`config.mk`:
```
export PLATFORM = sky130hd
export DESIGN_NAME = pwr_mode_ctrl
export DESIGN_NICKNAME = d
export VERILOG_FILES = /design/src/rtl/pwr_mode_pkg.sv /design/src/rtl/pwr_wake_qual.sv /design/src/rtl/pwr_stby_seq.sv /design/src/rtl/pwr_mode_ctrl.sv
export SDC_FILE = /design/constraint.sdc
export NUM_CORES = 1
export LEC_CHECK = 0
export ABC_AREA = 1
export CAP_MARGIN = 15
export CORE_MARGIN = 1
export CORE_UTILIZATION = 47
export CTS_BUF_LIST = sky130_fd_sc_hd__clkbuf_4
export DETAILED_ROUTE_END_ITERATION = 8
export PLACE_DENSITY = 0.95
export SETUP_SLACK_MARGIN = 0.4
export SLEW_MARGIN = 20
export SYNTH_ARGS = -nofsm -noshare
export SYNTH_HDL_FRONTEND = slang
export SYNTH_HIERARCHICAL = 1
export SYNTH_SLANG_ARGS = --single-unit
```
`constraint.sdc`:
```
create_clock -name clk -period 4.9 [get_ports clk]
set_clock_uncertainty 0.1 [all_clocks]
set_input_delay 0.49 -clock clk [delete_from_list [all_inputs] [get_ports clk]]
set_output_delay 0.49 -clock clk [all_outputs]
set_load 0.1 [all_outputs]
```
`src/rtl/pwr_mode_pkg.sv`:
```
// Shared types for the power mode controller.
// Assumes the mode codes below are decoded by status readers.
package pwr_mode_pkg;

    typedef enum logic [2:0] {
        PM_RUN  = 3'd0,
        PM_WAIT = 3'd1,
        PM_STOP = 3'd2,
        PM_STBY = 3'd3,
        PM_PDN  = 3'd4
    } pm_mode_e;

    // Standby walk: number of steps and the position of each control in the walk.
    localparam int unsigned PM_NSTEP = 4;
    localparam int unsigned SI_SLOW  = 0;
    localparam int unsigned SI_PLL   = 1;
    localparam int unsigned SI_OSC   = 2;
    localparam int unsigned SI_VREG  = 3;

endpackage

```
`src/rtl/pwr_wake_qual.sv`:
```
// Wake and reset qualification.
// Purely combinational. It decides, for the current mode, whether a reset
// request applies and whether an event is a legal wake source.
// Assumes all inputs are synchronous to the controller clock.
module pwr_wake_qual
    import pwr_mode_pkg::*;
#(
    parameter int unsigned NP = 4
) (
    input  pm_mode_e          mode_q,
    input  logic              irq_any,
    input  logic [NP-1:0]     periph_irq,
    input  logic [NP-1:0]     stop_en,
    input  logic              lvi_irq,
    input  logic              dbg_enter,
    input  logic              ext_rst,
    input  logic              sw_rst,
    input  logic              wdog_rst,
    output logic              rst_hit,
    output logic              wake
);

    // Reset qualification: only the external reset reaches a powered-down device.
    always_comb begin
        rst_hit = ext_rst | ((sw_rst | wdog_rst) & (mode_q != PM_PDN));
    end

    // Per-mode wake source selection.
    always_comb begin
        unique case (mode_q)
            PM_WAIT: wake = irq_any | lvi_irq | dbg_enter | (|periph_irq);
            PM_STOP: wake = (|(periph_irq & stop_en)) | lvi_irq | dbg_enter;
            default: wake = 1'b0;
        endcase
    end

endmodule

```
`src/rtl/pwr_stby_seq.sv`:
```
// Standby control walk.
// A thermometer shift register. Bit k is the k-th control raised on the way
// into Standby. Stepping up sets one more bit per edge. Stepping down clears
// the top bit per edge. The last bit (clock-source select) clears only when
// the PLL reports lock.
// Assumes NSTEP >= 2 and that step_up and step_dn are never needed together.
module pwr_stby_seq #(
    parameter int unsigned NSTEP = 4
) (
    input  logic             clk,
    input  logic             rst_n,
    input  logic             clr,
    input  logic             step_up,
    input  logic             step_dn,
    input  logic             pll_lock,
    output logic [NSTEP-1:0] ctl,
    output logic             full,
    output logic             empty
);

    localparam logic [NSTEP-1:0] ALL_ON = '1;
    localparam logic [NSTEP-1:0] LAST   = NSTEP'(1);

    // Walk register: one control per edge, reversed on the way out.
    always_ff @(posedge clk) begin
        if (!rst_n || clr) begin
            ctl <= '0;
        end else if (step_up && (ctl != ALL_ON)) begin
            ctl <= {ctl[NSTEP-2:0], 1'b1};
        end else if (step_dn && (ctl != '0) && ((ctl != LAST) || pll_lock)) begin
            ctl <= ctl >> 1;
        end
    end

    // End-of-walk flags.
    always_comb begin
        full  = (ctl == ALL_ON);
        empty = (ctl == '0);
    end

    // controls always form a thermometer code.
    p_thermo_r7: assert property (@(posedge clk) disable iff (!rst_n)
        ((ctl + LAST) & ctl) == '0);

    // no more than one control changes per edge unless cleared.
    p_one_step_r7: assert property (@(posedge clk) disable iff (!rst_n)
        !clr |=> ($countones(ctl) <= $countones($past(ctl)) + 1) &&
                 ($countones($past(ctl)) <= $countones(ctl) + 1));

    // clock source stays slow until the PLL locks.
    p_lock_hold_r8: assert property (@(posedge clk) disable iff (!rst_n)
        (ctl == LAST && !pll_lock && !clr && !step_up) |=> ctl == LAST);

endmodule

```
`src/rtl/pwr_mode_ctrl.sv`:
```
// Power mode controller top.
// Holds the device mode, the stop-wake mask and the oscillator power-down
// flop. It drives registered clock enables that change only at clock edges.
// Assumes all inputs are synchronous to clk and that halt strobes last one
// cycle.
module pwr_mode_ctrl
    import pwr_mode_pkg::*;
#(
    parameter int unsigned NP = 4
) (
    input  logic          clk,
    input  logic          rst_n,
    input  logic          ext_rst,
    input  logic          sw_rst,
    input  logic          wdog_rst,
    input  logic          wait_stb,
    input  logic          stop_stb,
    input  logic          irq_any,
    input  logic [NP-1:0] periph_irq,
    input  logic          lvi_irq,
    input  logic          dbg_enter,
    input  logic          stop_en_wr,
    input  logic [NP-1:0] stop_en_wdata,
    input  logic          stby_req,
    input  logic          stby_exit,
    input  logic          pdn_req,
    input  logic          pll_lock,
    output logic          core_clk_en,
    output logic          periph_clk_en,
    output logic          sel_slow_clk,
    output logic          pll_pdn,
    output logic          osc_stby,
    output logic          vreg_stby,
    output logic          osc_pdn,
    output logic [NP-1:0] stop_en,
    output logic [2:0]    mode
);

    pm_mode_e              mode_q, mode_d;
    logic                  rst_hit, wake;
    logic                  step_up, step_dn, go_pdn;
    logic [PM_NSTEP-1:0]   ctl;
    logic                  seq_full, seq_empty;
    logic                  core_en_q, per_en_q, osc_pd_q;
    logic [NP-1:0]         stop_en_q;
    logic                  mask_wr_ok;

    pwr_wake_qual #(.NP(NP)) u_wake (
        .mode_q     (mode_q),
        .irq_any    (irq_any),
        .periph_irq (periph_irq),
        .stop_en    (stop_en_q),
        .lvi_irq    (lvi_irq),
        .dbg_enter  (dbg_enter),
        .ext_rst    (ext_rst),
        .sw_rst     (sw_rst),
        .wdog_rst   (wdog_rst),
        .rst_hit    (rst_hit),
        .wake       (wake)
    );

    pwr_stby_seq #(.NSTEP(PM_NSTEP)) u_seq (
        .clk      (clk),
        .rst_n    (rst_n),
        .clr      (rst_hit),
        .step_up  (step_up),
        .step_dn  (step_dn),
        .pll_lock (pll_lock),
        .ctl      (ctl),
        .full     (seq_full),
        .empty    (seq_empty)
    );

    // Standby walk direction and power-down request qualification.
    always_comb begin
        step_up = (mode_q == PM_RUN) &&
                  (!seq_empty || (stby_req && !stop_stb && !wait_stb));
        step_dn = (mode_q == PM_STBY) && (!seq_full || stby_exit);
        go_pdn  = (mode_q == PM_STBY) && seq_full && pdn_req && !stby_exit;
    end

    // Next-mode selection; reset requests win over everything.
    always_comb begin
        mode_d = mode_q;
        if (rst_hit) begin
            mode_d = PM_RUN;
        end else begin
            unique case (mode_q)
                PM_RUN: begin
                    if (seq_empty && stop_stb)      mode_d = PM_STOP;
                    else if (seq_empty && wait_stb) mode_d = PM_WAIT;
                    else if (seq_full)              mode_d = PM_STBY;
                end
                PM_WAIT, PM_STOP: begin
                    if (wake) mode_d = PM_RUN;
                end
                PM_STBY: begin
                    if (go_pdn)         mode_d = PM_PDN;
                    else if (seq_empty) mode_d = PM_RUN;
                end
                PM_PDN:  mode_d = PM_PDN;
                default: mode_d = PM_RUN;
            endcase
        end
    end

    // Mode and clock-enable registers, loaded from the next mode so enables align with it.
    always_ff @(posedge clk) begin
        if (!rst_n) begin
            mode_q    <= PM_RUN;
            core_en_q <= 1'b1;
            per_en_q  <= 1'b1;
            osc_pd_q  <= 1'b0;
        end else begin
            mode_q    <= mode_d;
            core_en_q <= (mode_d == PM_RUN) || (mode_d == PM_STBY);
            per_en_q  <= (mode_d == PM_RUN) || (mode_d == PM_WAIT) || (mode_d == PM_STBY);
            osc_pd_q  <= (mode_d == PM_PDN);
        end
    end

    // Mask writes are accepted only while the core is executing.
    always_comb begin
        mask_wr_ok = stop_en_wr && ((mode_q == PM_RUN) || (mode_q == PM_STBY));
    end

    // One stop-wake mask flop per peripheral.
    for (genvar gi = 0; gi < NP; gi++) begin : g_mask
        always_ff @(posedge clk) begin
            if (!rst_n || rst_hit) begin
                stop_en_q[gi] <= 1'b0;
            end else if (mask_wr_ok) begin
                stop_en_q[gi] <= stop_en_wdata[gi];
            end
        end
    end

    // Output mapping.
    always_comb begin
        core_clk_en   = core_en_q;
        periph_clk_en = per_en_q;
        sel_slow_clk  = ctl[SI_SLOW];
        pll_pdn       = ctl[SI_PLL];
        osc_stby      = ctl[SI_OSC];
        vreg_stby     = ctl[SI_VREG];
        osc_pdn       = osc_pd_q;
        stop_en       = stop_en_q;
        mode          = mode_q;
    end

    // a lone wait strobe in idle Run halts only the core clock.
    p_wait_entry_r2: assert property (@(posedge clk) disable iff (!rst_n)
        (mode_q == PM_RUN && seq_empty && wait_stb && !stop_stb && !rst_hit)
        |=> (mode_q == PM_WAIT && !core_clk_en && periph_clk_en));

    // any interrupt or debug entry ends Wait.
    p_wait_wake_r3: assert property (@(posedge clk) disable iff (!rst_n)
        (mode_q == PM_WAIT && (irq_any || dbg_enter || lvi_irq))
        |=> (mode_q == PM_RUN && core_clk_en && periph_clk_en));

    // stop strobe in idle Run halts both clocks.
    p_stop_entry_r4: assert property (@(posedge clk) disable iff (!rst_n)
        (mode_q == PM_RUN && seq_empty && stop_stb && !rst_hit)
        |=> (mode_q == PM_STOP && !core_clk_en && !periph_clk_en));

    // without a qualified source Stop persists.
    p_stop_hold_r5: assert property (@(posedge clk) disable iff (!rst_n)
        (mode_q == PM_STOP && !rst_hit && ((periph_irq & stop_en_q) == '0) &&
         !lvi_irq && !dbg_enter) |=> mode_q == PM_STOP);

    // the mask cannot change while halted.
    p_mask_hold_r6: assert property (@(posedge clk) disable iff (!rst_n)
        ((mode_q == PM_WAIT || mode_q == PM_STOP || mode_q == PM_PDN) && !rst_hit)
        |=> $stable(stop_en_q));

    // Standby keeps both clocks running.
    p_stby_clk_r7: assert property (@(posedge clk) disable iff (!rst_n)
        (mode_q == PM_STBY) |-> (core_clk_en && periph_clk_en));

    // Power-Down has every clock off and the oscillator powered down.
    p_pdn_off_r9: assert property (@(posedge clk) disable iff (!rst_n)
        (mode_q == PM_PDN) |-> (!core_clk_en && !periph_clk_en && osc_pdn && seq_full));

    // only the external reset leaves Power-Down.
    p_pdn_hold_r10: assert property (@(posedge clk) disable iff (!rst_n)
        (mode_q == PM_PDN && !ext_rst) |=> mode_q == PM_PDN);

    // a reset request restores Run with all controls released.
    p_rst_run_r11: assert property (@(posedge clk) disable iff (!rst_n)
        rst_hit |=> (mode_q == PM_RUN && core_clk_en && periph_clk_en &&
                     ctl == '0 && !osc_pdn && stop_en_q == '0));

endmodule

```
==> results of run 1 <==
-- metal layers --
layer | share of wire (%) | wire length, um
met5 | 0 | 0
met4 | 2.0 | 45
met3 | 5.4 | 121
met2 | 50 | 1110
met1 | 42 | 945
-- power by group through the flow --
stage	logic (mW)	registers, mW	clock network, mW
final	0.0512	0.116	0.0669
after global routing	0.0554	0.117	0.0702
after CTS	0.0512	0.116	0.0664
after detailed placement	0.0510	0.119	0
after global placement	0.0497	0.119	0
after floorplan	0.0170	0.128	0
-- cell families after synthesis --
family | after synthesis
AOI/OAI and AO/OA | 19
and+or+nand+nor | 80
buffers and inverters | 22
DFF | 14
-- sequential cells by signal (all words and copies together) (netlist names) --
name,count
core_clk_en,1
u_seq/ctl,4
osc_pdn,1
stop_en,4
periph_clk_en,1
mode,3
-- layout by cell type (no fill, tap or decap), drive strengths merged --
master	Yosys	routed
o21ai	10	10
o21a	2	2
dfxtp	14	14
clkdlybuf4s50	0	36
or2	1	1
nor4	1	1
nor2	26	26
clkinv	0	1
nor3	3	3
inv	22	22
nor3b	1	1
nand4	3	3
nand2	29	29
nand3	16	16
clkbuf	0	3
a21oi	6	6
o22ai	1	1
-- cell type report --
cell class / instances / share of cell area (%)
multi-input cells: 99 / 39.5
repair buffers: 36 / 27.9
flip-flops and latches: 14 / 21.7
inverters: 22 / 6.40
well taps: 25 / 2.42
clock buffers: 3 / 1.74
clock inverters: 1 / 0.291
-- final timing paths --
path         cells after the start                         to
min reg2reg                      2    stop_en[1]$_SDFFE_PP0P_
min                              2    stop_en[1]$_SDFFE_PP0P_
max reg2reg                      7  u_seq/ctl[2]$_SDFFE_PP0P_
max                              1                    mode[2]
==> impl_metrics.prom, run 1 <==
# TYPE chip_impl_metric gauge
chip_impl_info{name="netlist_top_cells_area",value="dfxtp_1, nand2_1, nor2_1"} 1
chip_impl_metric{name="finalHoldWorstSlack",unit="ns"} 0.410
chip_impl_metric{name="post_synthesis_mean_instance_area",unit="um^2"} 6.47
chip_impl_metric{name="post_synth_adder_cell_area",unit="%"} 0
chip_impl_metric{name="critical_path_peak_fanout",unit=""} 8
chip_impl_metric{name="period_needed",unit="ns"} 2.57
chip_impl_metric{name="seq_power_share",unit="%"} 49.6
chip_impl_metric{name="drt-pass1-iter-count",unit=""} 4
chip_impl_info{name="cp-end-kind",value="output pin"} 1
chip_impl_metric{name="mappedNetlistNets",unit=""} 158
chip_impl_info{name="min_path_type",value="reg2reg"} 1
chip_impl_metric{name="finalSetupViolations",unit=""} 0
chip_impl_metric{name="worst_slew_pin_slew",unit="ns"} 0.974
chip_impl_metric{name="globalRouteTotalUtil",unit="%"} 24.2
chip_impl_metric{name="report.final.slew_viol_count",unit=""} 0
chip_impl_metric{name="cts.path.max_buffers",unit=""} 2
chip_impl_metric{name="nFillCells",unit=""} 137
chip_impl_metric{name="synth-compound-area-share",unit="%"} 13.8
chip_impl_metric{name="synth_xor_xnor_area_share",unit="%"} 0
chip_impl_metric{name="critPathRequiredTime",unit="ns"} 4.31
chip_impl_info{name="rsz0062_at_grt",value="false"} 1
chip_impl_metric{name="postLayoutCellArea",unit="um^2"} 1290
chip_impl_metric{name="synthesis.area",unit="um^2"} 873
chip_impl_info{name="rr_startpoint",value="u_seq/ctl[0]$_SDFFE_PP0P_"} 1
chip_impl_metric{name="flow.area_growth_from_synthesis",unit="%"} 47.9
chip_impl_metric{name="row_count",unit=""} 15
chip_impl_metric{name="dp.cells",unit=""} 196
chip_impl_metric{name="vias_in_the_first_global_route",unit=""} 947
chip_impl_metric{name="grt-ovfl-total",unit=""} 0
chip_impl_info{name="startpoint_to_endpoint_class_of_the_critical_path",value="reg2out"} 1
chip_impl_metric{name="clk_pin_slew_worst_paths",unit="ns"} 0.08
chip_impl_info{name="cts.root.buffer_cell",value="clkbuf_4"} 1
chip_impl_metric{name="pre_cts_slack",unit="ns"} 2.66
chip_impl_info{name="synth.top_cells.by_count",value="nand2_1, nor2_1, inv_1, dfxtp_1, nand3_1"} 1
chip_impl_metric{name="fmax",unit="MHz"} 390
chip_impl_metric{name="cts.repair_timing.setup_buffer_count",unit=""} 0
chip_impl_info{name="min-delay-start",value="stop_en[1]$_SDFFE_PP0P_"} 1
chip_impl_metric{name="yosys_warnings",unit=""} 6
chip_impl_metric{name="finalSetupTns",unit="ns"} 0
chip_impl_metric{name="total_leakage_power",unit="nW"} 0.535
chip_impl_metric{name="ys_seq_area_share",unit="%"} 32.1
chip_impl_info{name="synth_top_family_by_area",value="simple AND/OR/NAND/NOR gates"} 1
chip_impl_metric{name="number_of_buffer_and_inverter_stages_on_the_critical_path",unit=""} 1
chip_impl_metric{name="dp.final_hpwl",unit="um"} 1880
chip_impl_metric{name="drive_gt1_share",unit="%"} 12.6
chip_impl_metric{name="critical_path.max_stage_delay",unit="ns"} 1.19
chip_impl_info{name="synth.most_common_cell",value="nand2_1"} 1
chip_impl_metric{name="portBuffers",unit=""} 36
chip_impl_info{name="worst_setup_path_start_kind",value="flip-flop"} 1
chip_impl_metric{name="syn_inst",unit=""} 135
chip_impl_info{name="clock_tree_from_tritoncts",value="done"} 1
chip_impl_metric{name="yosys.cell_types.count",unit=""} 21
chip_impl_metric{name="antenna_cells",unit=""} 0
chip_impl_metric{name="report.final.hold_viol_count",unit=""} 0
chip_impl_metric{name="detailedRoute.firstIterationViolations",unit=""} 17
chip_impl_metric{name="total_net_switching_power",unit="mW"} 0.0654
chip_impl_metric{name="power_switching_share",unit="%"} 27.9
chip_impl_metric{name="dieWidth",unit="um"} 45.1
chip_impl_metric{name="power-per-cell-area",unit="nW/um^2"} 182
chip_impl_metric{name="remaining_drc_errors",unit=""} 0
chip_impl_metric{name="initial_utilization",unit="%"} 50.6
chip_impl_info{name="crit_family",value="buffers and inverters"} 1
chip_impl_metric{name="grt.met2_usage",unit="%"} 43.8
chip_impl_metric{name="synth-async-reset-ratio",unit="%"} 0
chip_impl_info{name="timing.critical_path.from",value="mode[2]$_SDFF_PN0_"} 1
chip_impl_metric{name="seq_area",unit="um^2"} 280
chip_impl_metric{name="worst_skew_pair_latency",unit="ns"} 0.28
chip_impl_metric{name="ios",unit=""} 37
chip_impl_metric{name="fin_cells",unit=""} 200
chip_impl_metric{name="nets",unit=""} 199
chip_impl_metric{name="synth.mux.area_fraction",unit="%"} 0
chip_impl_info{name="synth_top_cell_by_area",value="dfxtp_1"} 1
chip_impl_metric{name="synth-edff-count",unit=""} 0
chip_impl_metric{name="vias",unit=""} 982
chip_impl_metric{name="cellInternalPower",unit="mW"} 0.169
chip_impl_metric{name="core_area",unit="um^2"} 1730
chip_impl_metric{name="wire_length_of_the_first_global_routing_pass",unit="um"} 3620
chip_impl_metric{name="final_util",unit="%"} 74.8
chip_impl_metric{name="worst-r2r-setup-slack",unit="ns"} 2.99
chip_impl_info{name="ys.flop_type",value="dfxtp_1"} 1
chip_impl_metric{name="antenna_found_initial",unit=""} 0
chip_impl_metric{name="numCtsBuffers",unit=""} 3
chip_impl_info{name="worst_path_max_delay_cell",value="clkdlybuf4s50_1"} 1
chip_impl_metric{name="chipHeight",unit="um"} 45.1
chip_impl_metric{name="global_route.usage.met1",unit="%"} 27.7
chip_impl_metric{name="clock_sink_count",unit=""} 14
chip_impl_metric{name="power.combinational.fraction",unit="%"} 21.8
chip_impl_metric{name="drt-vias-per-instance",unit=""} 4.91
chip_impl_metric{name="cts-htree-levels",unit=""} 1
chip_impl_metric{name="placed_cell_area",unit="um^2"} 1260
chip_impl_metric{name="grt_start_max_net_pins",unit=""} 9
chip_impl_metric{name="yosys_register_bits",unit=""} 14
chip_impl_info{name="worstPathCellList",value="clkdlybuf4s50_1"} 1
chip_impl_metric{name="cts_hold_repair.buffers",unit=""} 0
chip_impl_metric{name="post_synthesis_share_of_cell_area_spent_on_and_or_nand_and_nor_gates",unit="%"} 44.7
chip_impl_metric{name="multi_input_comb_area",unit="um^2"} 510
chip_impl_metric{name="slew_headroom",unit="%"} 34.8
chip_impl_metric{name="finalWorstSetupSlack",unit="ns"} 2.33
chip_impl_metric{name="worst-endpoint-arrival",unit="ns"} 1.98
chip_impl_metric{name="routedWlPerCell",unit="um"} 11.1
chip_impl_metric{name="share_of_power_burned_in_the_clock_network",unit="%"} 28.6
chip_impl_metric{name="globalRouteMet3Util",unit="%"} 3.20
chip_impl_metric{name="drtAntennaViolNets",unit=""} 0
chip_impl_metric{name="vdd_drop_max",unit="mV"} 0.191
chip_impl_metric{name="finalWirelength",unit="um"} 2220
chip_impl_metric{name="max-cap-violations",unit=""} 0
chip_impl_info{name="status",value="finished clean"} 1
chip_impl_metric{name="finalPower",unit="mW"} 0.234
chip_impl_metric{name="cts_resized",unit=""} 0
chip_impl_metric{name="share_of_the_synthesized_area_in_the_top_cell_type",unit="%"} 32.1
chip_impl_info{name="busiest_layer",value="met2"} 1
chip_impl_metric{name="min_period_over_period",unit="%"} 52.4
chip_impl_metric{name="die-area",unit="um^2"} 2030
chip_impl_metric{name="finalWeightedCongestion",unit=""} 0.767
Note: power is estimated with default switching activity, not from simulation.
==> run 2, diff against run 1 <==
--- a/config.mk
+++ b/config.mk
@@ -8,10 +8,10 @@
 export ABC_AREA = 1
 export CAP_MARGIN = 15
 export CORE_MARGIN = 1
-export CORE_UTILIZATION = 47
+export CORE_UTILIZATION = 39
 export CTS_BUF_LIST = sky130_fd_sc_hd__clkbuf_4
 export DETAILED_ROUTE_END_ITERATION = 8
-export PLACE_DENSITY = 0.95
+export PLACE_DENSITY = 0.85
 export SETUP_SLACK_MARGIN = 0.4
 export SLEW_MARGIN = 20
 export SYNTH_ARGS = -nofsm -noshare
==> constraint.sdc (replaced) <==
create_clock -name clk -period 2.1 [get_ports clk]
set_clock_uncertainty 0.1 [all_clocks]
set_input_delay 0.21 -clock clk [delete_from_list [all_inputs] [get_ports clk]]
set_output_delay 0.21 -clock clk [all_outputs]
set_load 0.1 [all_outputs]
==> impl_metrics.prom, run 2 (synthesis gave the netlist of run 1 again) <==
# TYPE chip_impl_metric gauge
chip_impl_info{name="worst_setup_path_start_kind",value="flip-flop"} 1
chip_impl_metric{name="dieWidth",unit="um"} 49.3
chip_impl_metric{name="initial_utilization",unit="%"} 42.8
chip_impl_metric{name="finalSetupViolations",unit=""} 0
chip_impl_metric{name="total_leakage_power",unit="nW"} 0.576
chip_impl_metric{name="worst_slew_pin_slew",unit="ns"} 0.305
chip_impl_info{name="cp-end-kind",value="flip-flop"} 1
chip_impl_info{name="clock_tree_from_tritoncts",value="done"} 1
chip_impl_metric{name="worst_skew_pair_latency",unit="ns"} 0.28
chip_impl_metric{name="wire_length_of_the_first_global_routing_pass",unit="um"} 3770
chip_impl_metric{name="clock_sink_count",unit=""} 14
chip_impl_metric{name="min_period_over_period",unit="%"} 75.4
chip_impl_info{name="cts.root.buffer_cell",value="clkbuf_4"} 1
chip_impl_metric{name="cts.repair_timing.setup_buffer_count",unit=""} 0
chip_impl_metric{name="finalSetupTns",unit="ns"} 0
chip_impl_metric{name="finalWeightedCongestion",unit=""} 0.796
chip_impl_metric{name="vdd_drop_max",unit="mV"} 0.545
chip_impl_metric{name="row_count",unit=""} 16
chip_impl_metric{name="nets",unit=""} 199
chip_impl_metric{name="drive_gt1_share",unit="%"} 28.0
chip_impl_metric{name="cts-htree-levels",unit=""} 1
chip_impl_info{name="startpoint_to_endpoint_class_of_the_critical_path",value="reg2reg"} 1
chip_impl_info{name="status",value="finished clean"} 1
chip_impl_metric{name="globalRouteTotalUtil",unit="%"} 19.4
chip_impl_info{name="final_cell_mix",value="nand2_1, nor2_1, clkdlybuf4s50_1"} 1
chip_impl_metric{name="report.final.slew_viol_count",unit=""} 0
chip_impl_metric{name="grt_start_max_net_pins",unit=""} 9
chip_impl_metric{name="antenna_found_initial",unit=""} 0
chip_impl_metric{name="nFillCells",unit=""} 200
chip_impl_metric{name="dp.final_hpwl",unit="um"} 1800
chip_impl_metric{name="critPathRequiredTime",unit="ns"} 2.18
chip_impl_metric{name="cts.path.max_buffers",unit=""} 2
chip_impl_metric{name="period_needed",unit="ns"} 1.58
chip_impl_metric{name="report.final.hold_viol_count",unit=""} 0
chip_impl_metric{name="drtAntennaViolNets",unit=""} 0
chip_impl_metric{name="routedWlPerCell",unit="um"} 11.1
chip_impl_metric{name="fmax",unit="MHz"} 631
chip_impl_metric{name="die-area",unit="um^2"} 2430
chip_impl_metric{name="vias",unit=""} 981
chip_impl_metric{name="slew_headroom",unit="%"} 79.6
chip_impl_metric{name="clk_pin_slew_worst_paths",unit="ns"} 0.08
chip_impl_metric{name="detailedRoute.firstIterationViolations",unit=""} 13
chip_impl_metric{name="vias_in_the_first_global_route",unit=""} 962
chip_impl_metric{name="chipHeight",unit="um"} 49.3
chip_impl_info{name="rsz0062_at_grt",value="false"} 1
chip_impl_metric{name="postLayoutCellArea",unit="um^2"} 1310
chip_impl_metric{name="core_area",unit="um^2"} 2040
chip_impl_metric{name="critical_path_peak_fanout",unit=""} 5
chip_impl_metric{name="worst-endpoint-arrival",unit="ns"} 1.66
chip_impl_metric{name="antenna_cells",unit=""} 0
chip_impl_metric{name="power-per-cell-area",unit="nW/um^2"} 415
chip_impl_metric{name="flow.area_growth_from_synthesis",unit="%"} 49.4
chip_impl_metric{name="drt-pass1-iter-count",unit=""} 4
chip_impl_info{name="min_path_type",value="reg2reg"} 1
chip_impl_metric{name="grt-ovfl-total",unit=""} 0
chip_impl_metric{name="drt-vias-per-instance",unit=""} 4.86
chip_impl_metric{name="portBuffers",unit=""} 36
chip_impl_metric{name="ios",unit=""} 37
chip_impl_info{name="most_common_library_cell_in_the_layout_ignoring_fill_and_taps",value="nand2_1"} 1
chip_impl_metric{name="numCtsBuffers",unit=""} 3
chip_impl_metric{name="remaining_drc_errors",unit=""} 0
chip_impl_metric{name="finalWirelength",unit="um"} 2250
chip_impl_metric{name="finalPower",unit="mW"} 0.542
chip_impl_metric{name="max-cap-violations",unit=""} 0
chip_impl_metric{name="final_util",unit="%"} 63.9
chip_impl_metric{name="placed_cell_area",unit="um^2"} 1260
chip_impl_metric{name="cts_hold_repair.buffers",unit=""} 0
==> run 2: cell types whose count changed in the layout (fill, tap and decap cells not counted) <==
cell             change
dfxtp_1             -11
clkdlybuf4s50_1     -14
nor4_4               +1
buf_4               +14
dfxtp_2              +7
nor4_1               -1
o21a_4               +1
dfxtp_4              +4
o21a_1               -1
==> run 2: timing repair <==
item	in CTS	in global routing
gates resized for setup	0	3
endpoints found under the setup margin	0	4
endpoints found under the hold margin	0	0
==> run 2: critical path, cell delays in order (launching register included) <==
cell and delay, ns:
dfxtp_4 0.37, nor4_4 0.30, inv_1 0.13, o21a_4 0.26, nand2_1 0.06, o21ai_0 0.07
a21oi_1 0.14, nor2_1 0.06
==> run 2: final cells by class <==
class	count	area, um^2	area share [%]
tap	27	33.8	2.59
sequential	14	304	23.3
multi-input combinational	99	533	40.8
inverter	22	82.6	6.33
clock inverter	1	3.75	0.288
clock buffer	3	22.5	1.73
timing repair buffer	36	325	24.9
==> run 2: report_power, final <==
group	leakage (nW)	internal (mW)	switching, mW
sequential	0.120	0.264	0.00359
clock	0.0154	0.0689	0.0857
combinational	0.441	0.0578	0.0623
==> run 2: metrics by stage <==
stage | instances | setup slack [ns] | hold slack, ns
2_1_floorplan | 135 | 0.412 | 0.194
3_5_place_dp | 198 | 0.311 | 0.391
6_report | 202 | 0.516 | 0.406
5_1_grt | 202 | 0.399 | 0.424
4_1_cts | 202 | 0.425 | 0.410
3_3_place_gp | 198 | 0.363 | 0.378
==> run 2: final timing paths <==
check                                          startpoint  slack (ns)  cells after the start                         to
worst max-delay path            u_seq/ctl[2]$_SDFFE_PP0P_        0.52                      7  u_seq/ctl[1]$_SDFFE_PP0P_
worst min-delay path              stop_en[3]$_SDFFE_PP0P_        0.41                      2    stop_en[3]$_SDFFE_PP0P_
worst min register to register    stop_en[3]$_SDFFE_PP0P_        0.41                      2    stop_en[3]$_SDFFE_PP0P_
worst max register to register  u_seq/ctl[2]$_SDFFE_PP0P_        0.52                      7  u_seq/ctl[1]$_SDFFE_PP0P_
==> run 2: metal layers <==
metal	wire, um	GRT usage (%)	share of wire, %
met1	953	19.7	42
met2	1180	40.2	52
met3	121	5.61	5.4
met5	0	0	0
met4	0	0	0
==> run 3, diff against run 2 <==
==> constraint.sdc (replaced) <==
create_clock -name clk -period 1.36 [get_ports clk]
set_clock_uncertainty 0.1 [all_clocks]
set_input_delay 0.136 -clock clk [delete_from_list [all_inputs] [get_ports clk]]
set_output_delay 0.136 -clock clk [all_outputs]
set_load 0.1 [all_outputs]
==> impl_metrics.prom, run 3 <==
# TYPE chip_impl_metric gauge
chip_impl_info{name="cts.root.buffer_cell",value="clkbuf_4"} 1
chip_impl_metric{name="post_synthesis_mean_instance_area",unit="um^2"} 6.47
chip_impl_metric{name="clock_sink_count",unit=""} 14
chip_impl_info{name="synth.top_cells.by_count",value="nand2_1, nor2_1, inv_1, dfxtp_1, nand3_1"} 1
chip_impl_metric{name="grt_start_max_net_pins",unit=""} 9
chip_impl_metric{name="cts-htree-levels",unit=""} 1
chip_impl_metric{name="yosys_register_bits",unit=""} 14
chip_impl_metric{name="finalWeightedCongestion",unit=""} 0.823
chip_impl_metric{name="ys_seq_area_share",unit="%"} 32.1
chip_impl_metric{name="synth-async-reset-ratio",unit="%"} 0
chip_impl_info{name="timing.repair.worst_endpoint_type",value="register data pin"} 1
chip_impl_info{name="ys.flop_type",value="dfxtp_1"} 1
chip_impl_info{name="outcome.stop_stage",value="5_1_grt"} 1
chip_impl_metric{name="portBuffers",unit=""} 36
chip_impl_metric{name="chipHeight",unit="um"} 49.3
chip_impl_metric{name="ios",unit=""} 37
chip_impl_metric{name="syn_inst",unit=""} 135
chip_impl_info{name="status",value="aborted with a tool error"} 1
chip_impl_metric{name="synthesis.area",unit="um^2"} 873
chip_impl_metric{name="synth-edff-count",unit=""} 0
chip_impl_metric{name="row_count",unit=""} 16
chip_impl_info{name="netlist_top_cells_area",value="dfxtp_1, nand2_1, nor2_1"} 1
chip_impl_info{name="worst_endpoint",value="u_seq/ctl[3]$_SDFFE_PP0P_/D"} 1
chip_impl_metric{name="mappedNetlistNets",unit=""} 158
chip_impl_metric{name="yosys_warnings",unit=""} 6
chip_impl_metric{name="cts.path.max_buffers",unit=""} 2
chip_impl_info{name="synth.most_common_cell",value="nand2_1"} 1
chip_impl_metric{name="yosys.cell_types.count",unit=""} 21
chip_impl_info{name="tool.error",value="[ERROR DPL-0038] Utilization greater than 100%, impossible to legalize"} 1
chip_impl_metric{name="share_of_the_synthesized_area_in_the_top_cell_type",unit="%"} 32.1
chip_impl_info{name="synth_top_cell_by_area",value="dfxtp_1"} 1
chip_impl_metric{name="dieWidth",unit="um"} 49.3
chip_impl_metric{name="dp.final_hpwl",unit="um"} 2320
chip_impl_metric{name="numCtsBuffers",unit=""} 3
chip_impl_metric{name="initial_utilization",unit="%"} 42.8
-- run 3: cell counts after synthesis --
No cell type changed its count.
-- run 3: cell families after synthesis --
family | share of synthesized area [%]
AO/OA/AOI/OAI | 13.8
buffers and inverters | 9.46
flip-flops | 32.1
AND/OR/NAND/NOR | 44.7
-- run 3: repair_timing --
item,4_1_cts
resized for setup,47
pin swaps,19
setup buffers,9
hold buffers,0
endpoints found under the setup margin,28
-- run 3: per-stage QoR --
step                area [um^2]  hold slack [ns]  std cells  worst slack (ns)
detailed placement         1650            0.494        220            -0.399
global placement           1650            0.480        220            -0.295
floorplan                   946            0.120        135            -0.242
CTS                        1900            0.369        233            -0.231
==> run 4, diff against run 3 <==
--- a/config.mk
+++ b/config.mk
@@ -7,12 +7,10 @@
 export LEC_CHECK = 0
 export ABC_AREA = 1
 export CAP_MARGIN = 15
-export CORE_MARGIN = 1
-export CORE_UTILIZATION = 39
-export CTS_BUF_LIST = sky130_fd_sc_hd__clkbuf_4
+export CORE_AREA = 2 2 63 65
 export DETAILED_ROUTE_END_ITERATION = 8
-export PLACE_DENSITY = 0.85
-export SETUP_SLACK_MARGIN = 0.4
+export DIE_AREA = 0 0 65 67
+export PLACE_DENSITY_LB_ADDON = 0.15
 export SLEW_MARGIN = 20
 export SYNTH_ARGS = -nofsm -noshare
 export SYNTH_HDL_FRONTEND = slang
==> constraint.sdc (replaced) <==
create_clock -name clk -period 1.8 [get_ports clk]
set_clock_uncertainty 0.1 [all_clocks]
set_input_delay 0.18 -clock clk [delete_from_list [all_inputs] [get_ports clk]]
set_output_delay 0.18 -clock clk [all_outputs]
set_load 0.1 [all_outputs]
==> impl_metrics.prom, run 4 (synthesis gave the netlist of run 1 again) <==
# TYPE chip_impl_metric gauge
chip_impl_info{name="status",value="finished clean"} 1
chip_impl_metric{name="numCtsBuffers",unit=""} 3
chip_impl_metric{name="cts_hold_repair.buffers",unit=""} 0
chip_impl_metric{name="report.final.slew_viol_count",unit=""} 0
chip_impl_metric{name="fin_cells",unit=""} 224
chip_impl_metric{name="finalSetupTns",unit="ns"} 0
chip_impl_metric{name="clk_pin_slew_worst_paths",unit="ns"} 0.06
chip_impl_info{name="min_path_type",value="reg2reg"} 1
chip_impl_info{name="cts.root.buffer_cell",value="clkbuf_8"} 1
chip_impl_metric{name="nFillCells",unit=""} 375
chip_impl_metric{name="min_period_over_period",unit="%"} 91.9
chip_impl_metric{name="antenna_cells",unit=""} 0
chip_impl_metric{name="slew_headroom",unit="%"} 81.4
chip_impl_metric{name="worst-endpoint-arrival",unit="ns"} 1.69
chip_impl_info{name="final_cell_mix",value="nand2_1, nor2_1, clkdlybuf4s50_1"} 1
chip_impl_metric{name="portBuffers",unit=""} 36
chip_impl_metric{name="dp.final_hpwl",unit="um"} 1890
chip_impl_metric{name="wire_length_of_the_first_global_routing_pass",unit="um"} 3800
chip_impl_metric{name="cts-htree-levels",unit=""} 1
chip_impl_metric{name="cts.repair_timing.setup_buffer_count",unit=""} 0
chip_impl_metric{name="vias_in_the_first_global_route",unit=""} 909
chip_impl_metric{name="die-area",unit="um^2"} 4360
chip_impl_info{name="rsz0062_at_grt",value="false"} 1
chip_impl_metric{name="critical_path_peak_fanout",unit=""} 7
chip_impl_metric{name="vias",unit=""} 965
chip_impl_info{name="startpoint_to_endpoint_class_of_the_critical_path",value="reg2reg"} 1
chip_impl_metric{name="grt-ovfl-total",unit=""} 0
chip_impl_metric{name="core_area",unit="um^2"} 3610
chip_impl_metric{name="period_needed",unit="ns"} 1.65
chip_impl_metric{name="finalWirelength",unit="um"} 2340
chip_impl_metric{name="nets",unit=""} 200
chip_impl_metric{name="antenna_found_initial",unit=""} 0
chip_impl_metric{name="grt_start_max_net_pins",unit=""} 9
chip_impl_metric{name="dp.cells",unit=""} 220
chip_impl_metric{name="drt-pass1-iter-count",unit=""} 4
chip_impl_metric{name="ios",unit=""} 37
chip_impl_metric{name="max-cap-violations",unit=""} 0
chip_impl_info{name="most_common_library_cell_in_the_layout_ignoring_fill_and_taps",value="nand2_1"} 1
chip_impl_metric{name="worst_skew_pair_latency",unit="ns"} 0.24
chip_impl_info{name="cp-end-kind",value="flip-flop"} 1
chip_impl_metric{name="drtAntennaViolNets",unit=""} 0
chip_impl_metric{name="flow.area_growth_from_synthesis",unit="%"} 64.6
chip_impl_metric{name="cts_resized",unit=""} 0
chip_impl_metric{name="finalPower",unit="mW"} 0.762
chip_impl_metric{name="total_leakage_power",unit="nW"} 0.610
chip_impl_metric{name="critPathRequiredTime",unit="ns"} 1.84
chip_impl_metric{name="drt-vias-per-instance",unit=""} 4.31
chip_impl_metric{name="detailedRoute.firstIterationViolations",unit=""} 36
chip_impl_metric{name="clock_sink_count",unit=""} 14
chip_impl_metric{name="remaining_drc_errors",unit=""} 0
chip_impl_metric{name="drive_gt1_share",unit="%"} 28.4
chip_impl_info{name="clock_tree_from_tritoncts",value="done"} 1
chip_impl_metric{name="worst_slew_pin_slew",unit="ns"} 0.277
chip_impl_metric{name="final_util",unit="%"} 39.9
chip_impl_metric{name="dieWidth",unit="um"} 65
chip_impl_metric{name="report.final.hold_viol_count",unit=""} 0
chip_impl_metric{name="row_count",unit=""} 22
chip_impl_metric{name="power-per-cell-area",unit="nW/um^2"} 530
chip_impl_metric{name="initial_utilization",unit="%"} 24.2
chip_impl_metric{name="vdd_drop_max",unit="mV"} 0.352
chip_impl_metric{name="finalWeightedCongestion",unit=""} 0.771
chip_impl_metric{name="chipHeight",unit="um"} 67
chip_impl_info{name="worst_setup_path_start_kind",value="flip-flop"} 1
chip_impl_metric{name="globalRouteTotalUtil",unit="%"} 11.3
chip_impl_metric{name="finalSetupViolations",unit=""} 0
chip_impl_metric{name="worst-r2r-setup-slack",unit="ns"} 0.15
chip_impl_metric{name="routedWlPerCell",unit="um"} 10.4
chip_impl_metric{name="cts.path.max_buffers",unit=""} 2
chip_impl_metric{name="fmax",unit="MHz"} 605
## run 4: per-layer routing
layer	share of wire [%]	vias to the layer above	routed length, um	global-route usage, %
li1	-	518	-	-
met1	50	430	1170	14.3
met2	46	15	1070	18.4
met3	2.5	2	58	1.35
met4	1.7	0	40	6.38
met5	0	-	0	0
## run 4: critical path: stages (launching register included)
cell and delay (ns):
dfxtp_2 0.37, nor4_4 0.35, inv_1 0.11, o21a_1 0.27
o21ai_4 0.13, o21a_1 0.16, a21oi_1 0.06
## run 4: final timing paths
path / from / endpoint / depth (start not counted)
max: u_seq/ctl[2]$_SDFFE_PP0P_ / u_seq/ctl[0]$_SDFFE_PP0P_ / 6
min: stop_en[3]$_SDFFE_PP0P_ / stop_en[3]$_SDFFE_PP0P_ / 2
max reg2reg: u_seq/ctl[2]$_SDFFE_PP0P_ / u_seq/ctl[0]$_SDFFE_PP0P_ / 6
min reg2reg: stop_en[3]$_SDFFE_PP0P_ / stop_en[3]$_SDFFE_PP0P_ / 2
## run 4: metrics by stage
stage               instance area, um^2  hold slack [ns]  setup WS (ns)
CTS                                1430            0.403         0.0642
global placement                   1370            0.391         0.0474
finish                             1440            0.398          0.147
floorplan                           893            0.164       0.000298
detailed placement                 1370            0.389         0.0216
global route                       1440            0.427        0.00753
## run 4: layout make-up
class	count	area, um^2	area share (%)
clock buffers	4	55.1	3.83
inverters	22	82.6	5.74
multi-input cells	99	526	36.6
flip-flops and latches	14	294	20.5
well taps	48	60.1	4.18
repair buffers	37	420	29.2
## run 4: power by group
part           switching [mW]  internal, mW  leakage, nW  total, mW
logic                  0.0728        0.0692        0.463      0.142
registers             0.00458         0.314        0.119      0.319
clock network           0.108         0.193       0.0288      0.302
